===== config.mk =====
export PLATFORM = sky130hd
export DESIGN_NAME = mc_cpu
export DESIGN_NICKNAME = d
export VERILOG_FILES = /design/src/rtl/mc_pkg.sv /design/src/rtl/mc_regfile.sv /design/src/rtl/mc_alu.sv /design/src/rtl/mc_seq.sv /design/src/rtl/mc_cpu.sv
export SDC_FILE = /design/constraint.sdc
export NUM_CORES = 1
export LEC_CHECK = 0
export ABC_CLOCK_PERIOD_IN_PS = 2600
export CORE_MARGIN = 2
export CORE_UTILIZATION = 35
export CTS_BUF_LIST = sky130_fd_sc_hd__clkbuf_4 sky130_fd_sc_hd__clkbuf_8
export DETAILED_ROUTE_END_ITERATION = 8
export GPL_ROUTABILITY_DRIVEN = 0
export MAX_ROUTING_LAYER = met4
export PLACE_DENSITY = 0.53
export SKIP_CTS_REPAIR_TIMING = 1
export SLEW_MARGIN = 20
export SYNTH_ARGS = -nofsm -noshare
export SYNTH_HDL_FRONTEND = slang
export SYNTH_SLANG_ARGS = --single-unit

===== constraint.sdc =====
create_clock -name clk -period 2.6 [get_ports clk]
set_clock_uncertainty 0.15 [all_clocks]
set_input_delay 0.52 -clock clk [delete_from_list [all_inputs] [get_ports clk]]
set_output_delay 0.52 -clock clk [all_outputs]
set_load 0.02 [all_outputs]

===== src/rtl/mc_pkg.sv =====
`timescale 1ns/1ps
package mc_pkg;

    localparam int IW = 16;

    localparam logic [6:0] OPC_ADD  = 7'h00;
    localparam logic [6:0] OPC_SUB  = 7'h01;
    localparam logic [6:0] OPC_AND  = 7'h02;
    localparam logic [6:0] OPC_OR   = 7'h03;
    localparam logic [6:0] OPC_XOR  = 7'h04;
    localparam logic [6:0] OPC_ADDI = 7'h05;
    localparam logic [6:0] OPC_LD   = 7'h06;
    localparam logic [6:0] OPC_ST   = 7'h07;
    localparam logic [6:0] OPC_BEQ  = 7'h08;
    localparam logic [6:0] OPC_JMP  = 7'h09;
    localparam logic [6:0] OPC_HALT = 7'h7F;

    typedef enum logic [2:0] {
        ST_IF, ST_ID, ST_OF, ST_EX, ST_WB, ST_HALT
    } cyc_state_e;

    typedef enum logic [3:0] {
        K_NOP, K_ADD, K_SUB, K_AND, K_OR, K_XOR,
        K_LD, K_ST, K_BEQ, K_JMP, K_HALT
    } op_kind_e;

    typedef struct packed {
        op_kind_e    kind;
        logic        use_imm;
        logic        wr_en;
        logic [2:0]  rd;
        logic [2:0]  ra;
        logic [2:0]  rb;
        logic [5:0]  off;
    } dec_t;

    function automatic dec_t decode(input logic [IW-1:0] iw);
        dec_t d;
        d         = '0;
        d.kind    = K_NOP;
        d.rd      = iw[8:6];
        d.ra      = iw[5:3];
        d.rb      = iw[2:0];
        unique case (iw[15:9])
            OPC_ADD:  begin d.kind = K_ADD; d.wr_en = 1'b1; end
            OPC_SUB:  begin d.kind = K_SUB; d.wr_en = 1'b1; end
            OPC_AND:  begin d.kind = K_AND; d.wr_en = 1'b1; end
            OPC_OR:   begin d.kind = K_OR;  d.wr_en = 1'b1; end
            OPC_XOR:  begin d.kind = K_XOR; d.wr_en = 1'b1; end
            OPC_ADDI: begin d.kind = K_ADD; d.wr_en = 1'b1; d.use_imm = 1'b1; end
            OPC_LD:   begin d.kind = K_LD;  d.wr_en = 1'b1; end
            OPC_ST:   d.kind = K_ST;
            OPC_BEQ:  begin d.kind = K_BEQ; d.off = {{3{iw[8]}}, iw[8:6]}; end
            OPC_JMP:  begin d.kind = K_JMP; d.off = {iw[8:6], iw[2:0]}; end
            OPC_HALT: d.kind = K_HALT;
            default:  d.kind = K_NOP;
        endcase
        return d;
    endfunction

endpackage


===== src/rtl/mc_regfile.sv =====
`timescale 1ns/1ps
module mc_regfile #(
    parameter int DW   = 16,
    parameter int NREG = 8,
    localparam int RAW = $clog2(NREG)
) (
    input  logic           clk,
    input  logic           rst,
    input  logic           we,
    input  logic [RAW-1:0] wa,
    input  logic [DW-1:0]  wd,
    input  logic [RAW-1:0] ra0,
    input  logic [RAW-1:0] ra1,
    output logic [DW-1:0]  rd0,
    output logic [DW-1:0]  rd1
);
    logic [DW-1:0] regs [NREG];

    always_ff @(posedge clk) begin
        if (rst) begin
            for (int i = 0; i < NREG; i++) regs[i] <= '0;
        end else if (we) begin
            regs[wa] <= wd;
        end
    end

    assign rd0 = regs[ra0];
    assign rd1 = regs[ra1];
endmodule


===== src/rtl/mc_alu.sv =====
`timescale 1ns/1ps
module mc_alu
    import mc_pkg::*;
#(
    parameter int DW = 16
) (
    input  op_kind_e       kind,
    input  logic [DW-1:0]  a,
    input  logic [DW-1:0]  b,
    output logic [DW-1:0]  y,
    output logic           eq
);
    always_comb begin
        unique case (kind)
            K_ADD:   y = a + b;
            K_SUB:   y = a - b;
            K_AND:   y = a & b;
            K_OR:    y = a | b;
            K_XOR:   y = a ^ b;
            default: y = '0;
        endcase
    end

    assign eq = (a == b);
endmodule


===== src/rtl/mc_seq.sv =====
`timescale 1ns/1ps
module mc_seq
    import mc_pkg::*;
(
    input  logic       clk,
    input  logic       rst,
    input  logic       halt_req,
    output cyc_state_e state
);
    cyc_state_e nxt;

    always_comb begin
        unique case (state)
            ST_IF:   nxt = ST_ID;
            ST_ID:   nxt = ST_OF;
            ST_OF:   nxt = ST_EX;
            ST_EX:   nxt = ST_WB;
            ST_WB:   nxt = halt_req ? ST_HALT : ST_IF;
            default: nxt = ST_HALT;
        endcase
    end

    always_ff @(posedge clk) begin
        if (rst) state <= ST_IF;
        else     state <= nxt;
    end

    AST_FETCH_TO_DECODE: assert property (@(posedge clk) disable iff (rst)
        (state == ST_IF) |=> (state == ST_ID));
    AST_WB_EXIT: assert property (@(posedge clk) disable iff (rst)
        (state == ST_WB) |=> (state == ST_IF || state == ST_HALT));
endmodule


===== src/rtl/mc_cpu.sv =====
`timescale 1ns/1ps
module mc_cpu
    import mc_pkg::*;
#(
    parameter int DW   = 16,
    parameter int PC_W = 8,
    parameter int AW   = 8
) (
    input  logic            clk,
    input  logic            rst,
    output logic [PC_W-1:0] imem_addr,
    input  logic [15:0]     imem_rdata,
    output logic [AW-1:0]   dmem_addr,
    output logic [DW-1:0]   dmem_wdata,
    output logic            dmem_we,
    input  logic [DW-1:0]   dmem_rdata,
    output logic            retire,
    output logic [PC_W-1:0] retire_pc,
    output logic            halted
);
    localparam int NREG  = 8;
    localparam int OFF_W = 6;

    cyc_state_e      state;
    logic [PC_W-1:0] pc, ipc;
    logic [15:0]     ir;
    dec_t            dec_q;
    logic [DW-1:0]   opa, opb, res;
    logic [DW-1:0]   rf_rd0, rf_rd1, alu_y;
    logic            alu_eq;
    logic            rf_we;
    logic [DW-1:0]   rf_wd;
    logic [PC_W-1:0] pc_off;
    logic            redirect;

    mc_seq u_seq (
        .clk      (clk),
        .rst      (rst),
        .halt_req (dec_q.kind == K_HALT),
        .state    (state)
    );

    mc_regfile #(.DW(DW), .NREG(NREG)) u_rf (
        .clk (clk),
        .rst (rst),
        .we  (rf_we),
        .wa  (dec_q.rd),
        .wd  (rf_wd),
        .ra0 (dec_q.ra),
        .ra1 (dec_q.rb),
        .rd0 (rf_rd0),
        .rd1 (rf_rd1)
    );

    mc_alu #(.DW(DW)) u_alu (
        .kind (dec_q.kind),
        .a    (opa),
        .b    (opb),
        .y    (alu_y),
        .eq   (alu_eq)
    );

    assign pc_off   = {{(PC_W-OFF_W){dec_q.off[OFF_W-1]}}, dec_q.off};
    assign redirect = (dec_q.kind == K_JMP) || (dec_q.kind == K_BEQ && alu_eq);

    always_ff @(posedge clk) begin
        if (rst) begin
            pc    <= '0;
            ipc   <= '0;
            ir    <= '0;
            dec_q <= '0;
            opa   <= '0;
            opb   <= '0;
            res   <= '0;
        end else begin
            unique case (state)
                ST_IF: begin
                    ir  <= imem_rdata;
                    ipc <= pc;
                    pc  <= pc + PC_W'(1);
                end
                ST_ID: dec_q <= decode(ir);
                ST_OF: begin
                    opa <= rf_rd0;
                    opb <= dec_q.use_imm ? DW'(dec_q.rb) : rf_rd1;
                end
                ST_EX: begin
                    res <= alu_y;
                    if (redirect) pc <= pc + pc_off;
                end
                default: ;
            endcase
        end
    end

    assign rf_we      = (state == ST_WB) && dec_q.wr_en;
    assign rf_wd      = (dec_q.kind == K_LD) ? dmem_rdata : res;
    assign imem_addr  = pc;
    assign dmem_addr  = opa[AW-1:0];
    assign dmem_wdata = opb;
    assign dmem_we    = (state == ST_EX) && (dec_q.kind == K_ST);
    assign retire     = (state == ST_WB);
    assign retire_pc  = ipc;
    assign halted     = (state == ST_HALT);

    AST_PC_STEP: assert property (@(posedge clk) disable iff (rst)
        (state == ST_IF) |=> (pc == $past(pc) + PC_W'(1)));
    AST_PC_QUIET: assert property (@(posedge clk) disable iff (rst)
        !(state == ST_IF || state == ST_EX) |=> $stable(pc));
    AST_FALL_THROUGH: assert property (@(posedge clk) disable iff (rst)
        (state == ST_EX && dec_q.kind == K_BEQ && opa != opb) |=> $stable(pc));
    AST_SINGLE_WRITE: assert property (@(posedge clk) disable iff (rst)
        dmem_we |=> !dmem_we);
    AST_RETIRE_PULSE: assert property (@(posedge clk) disable iff (rst)
        retire |=> !retire);
    AST_HALT_STICKY: assert property (@(posedge clk) disable iff (rst)
        halted |=> (halted && !retire && !dmem_we && $stable(imem_addr)));
endmodule


==> summary.txt <==
GRT
  – Tot GR Track Use: 0.215
  – First-pass GRT wire length: 62100 microns
  – Largest net degree at the start of global routing: 37
  – Initial antenna violation count: 0
  – Congestion Overflow GR: 0
  – Vias in the first global route: 10500

Final layout
  – Share of post-route cells with drive strength above 1: 0.263
  – Area Growth Syn to Fin: 27.1%
  – Nets: 1572
  – Ant diodes: 0
  – Layout Cells excl Fill: 2018

Floorplan
  – Top Ports: 77
  – Area of the core: 0.0374 sq mm
  – Die H: 198 microns
  – Initial core utilization: 0.352
  – Die Wd: 198 microns
  – Die area: 0.0392 sq mm
  – Num rows: 71

Synth
  – Cell variety after synth: 75
  – Mapped cell area: 0.0132 sq mm
  – Top_reg_cell synth: edfxtp_1
  – Synth async-reset ratio: 0
  – Number of synthesis warnings: 0
  – #FFs+latches synth: 235
  – Post-synthesis cell count: 1289
  – Synth top cells by count: nor2_1 (236), edfxtp_1 (128), nand2_1 (113)
  – Register area share after synthesis: 0.454
  – Cell taking the most area after synthesis: edfxtp_1
  – Area contributors post-synth: edfxtp_1 (29%), dfxtp_1 (16%), mux4_2 (11%)
  – EDFF count, synth: 128
  – Yosys top cell area share: 0.292
  – Mean post-synth cell area: 10.2 sq um
  – Syn nets: 1381
  – Top-count cell post-synth: nor2_1

Timing
  – Worst Tran Pin Value: 1.05 ns
  – Min cycle time layout: 2.68 ns
  – Fmax: 373 MHz
  – PnR worst setup slack: -0.0780 ns
  – RSZ-0062 raised after global routing: yes
  – Period Utilization, post-route: 1.03
  – Final setup vio count: 2
  – Fin. Hold Viols: 0
  – Pins Over Slew Limit: 0
  – Slew margin rel.: 0.298
  – TNS Setup: -0.111 ns

Worst setup path
  – Required @ worst endpoint: 2.91 ns
  – Worst EP arrival: 2.99 ns
  – Most used cell along the critical path: o31ai_4
  – Worst-path maximum fanout: 4
  – Worst path slowest cell: a2111oi_4
  – Max incr delay on CP: 0.41 ns
  – Worst path cell trace: ha_4 > fa_2 > a211o_1 > a2111oi_4 > o31ai_4 > o31ai_4 > xnor2_1 > a221oi_2 > o21ai_1
  – Worst-case reg-to-reg path depth: 9
  – Setup CP Type: reg2reg
  – Worst R2R Start: dmem_wdata[0]
  – R2r setup slk: -0.08 ns
  – Startpoint Class: register
  – Worst setup EP type: register
  – Reg2reg end: res[12]

Hold path
  – Hold Path Stages: 2
  – Min-Delay Endpoint: res[8]
  – Tightest Hold Check Type: in2reg
  – Min-delay src: rst

Pwr
  – Power Density: 558 mW/mm^2
  – Pwr Total: 9.34 mW
  – Static Leak: 5.82 nW
  – Worst-case vdd ir drop: 272 uV

Run
  – Maxcap violations: 0

Place
  – Setup slack at placement: -0.213 ns
  – Number of buffers added on ports: 76
  – Placed Cells: 1941
  – HPWL after DPL: 30000 microns

Route
  – Detailed-route via count: 10800
  – DR WL/cell: 20.2 microns
  – Initial DRC Count: 915
  – DRC violations left: 0
  – Routed Antenna Nets: 0
  – First-pass DRT Iterations: 5
  – Final WL: 40800 microns
  – Vias per inst: 5.33

Status
  – Failing checks: setup timing
  – Status: finished, violations left

CTS
  – TritonCTS buffer count: 40
  – Reg clk slew, reported paths: 0.07 ns
  – Clock Latency Late Sink: 0.58 ns
  – Clk root buf: clkbuf_8
  – CTS Sinks: 235
  – CTS tree: built
  – H-tree levels: 2
  – Clock Path Buffers: 3
registers in the layout, summed over array words and instances (netlist names), named ones only:
name and cells:
u_seq.state 3, opa 16, dec_q 21, retire_pc 8
res 16, imem_addr 8, ir 16, dmem_wdata 16
u_rf.regs 128
layout by cell type (no fill, tap or decap), types with 7 or more instances in the layout:
master,netlist,routed
buf_4,9,157
or3_1,7,7
nand2_1,113,112
nand3_1,19,19
clkdlybuf4s50_1,0,72
nand2b_1,19,19
a31oi_1,9,9
dfxtp_1,107,95
inv_1,51,44
mux2i_1,40,40
mux4_2,64,64
edfxtp_1,128,128
nor3_1,19,15
clkbuf_8,0,43
mux2_2,16,16
clkbuf_4,0,16
nor2b_1,10,9
o21ai_0,31,27
nor2_1,236,235
dfxtp_2,0,10
ha_4,0,13
a211oi_1,22,19
a21oi_1,97,96
o211ai_1,9,9
a22oi_1,16,16
buf_12,0,9
ha_1,55,39
metal layers:
layer / global-route usage / vias to the layer above / share of wire
met1: 0.285 / 5258 / 0.44
met5: - / - / 0
met3: 0.0339 / 64 / 0.062
met2: 0.346 / 374 / 0.48
li1: - / 5066 / -
met4: 0.0515 / 0 / 0.021
stage by stage:
step / utilization / cell area, sq um / hold slack [ns]
6_report: 0.448 / 16700 / 0.103
4_1_cts: 0.436 / 16300 / 0.0965
3_5_place_dp: 0.416 / 15500 / 0.293
2_1_floorplan: - / 13200 / 0.275
5_1_grt: 0.448 / 16700 / 0.113
3_3_place_gp: 0.416 / 15500 / 0.291
layout make-up:
cell class | instances | area (sq um)
inverter | 51 | 194
multi-input combinational | 910 | 7010
sequential | 235 | 6010
clock buffer | 59 | 712
timing repair buffer | 242 | 2120
fill | 3558 | 20700
tap | 511 | 639
clock inverter | 10 | 55.1
worst max-delay path by stage:
stage	slack, ns	endpoint	start
floorplan	-0.08	imem_addr[6]	u_seq.state[2]
global placement	-0.11	res[10]	opa[0]
detailed placement	-0.21	res[10]	opa[0]
CTS	-0.44	dmem_we	u_seq.state[2]
global route	-0.20	res[12]	dmem_wdata[0]
finish	-0.08	res[12]	dmem_wdata[0]
kinds of logic after synthesis:
| logic type | after synthesis | synth area share |
|---|---|---|
| XOR/XNOR | 10 | 0.00665 |
| AO/OA/AOI/OAI | 254 | 0.127 |
| buffers and inverters | 144 | 0.0452 |
| multiplexers | 120 | 0.154 |
| AND/OR/NAND/NOR | 468 | 0.157 |
| flip-flops | 235 | 0.454 |
| adder cells (fa/ha/maj) | 58 | 0.0568 |
worst max-delay path: cells and delay by family, from the launching register on:
| kind | cells | cell delay, ns |
|---|---|---|
| adders and majority gates | 2 | 0.50 |
| DFF | 1 | 0.37 |
| xor gates and xnor gates | 1 | 0.12 |
| AOI/OAI and AO/OA | 6 | 1.42 |
report_power, final:
group / switching [mW] / internal, mW / leakage (nW) / total (mW)
combinational: 0.997 / 0.838 / 3.21 / 1.83
clock: 1.56 / 1.76 / 0.412 / 3.32
sequential: 0.132 / 4.06 / 2.20 / 4.20
(Power assumes the default switching activity.)
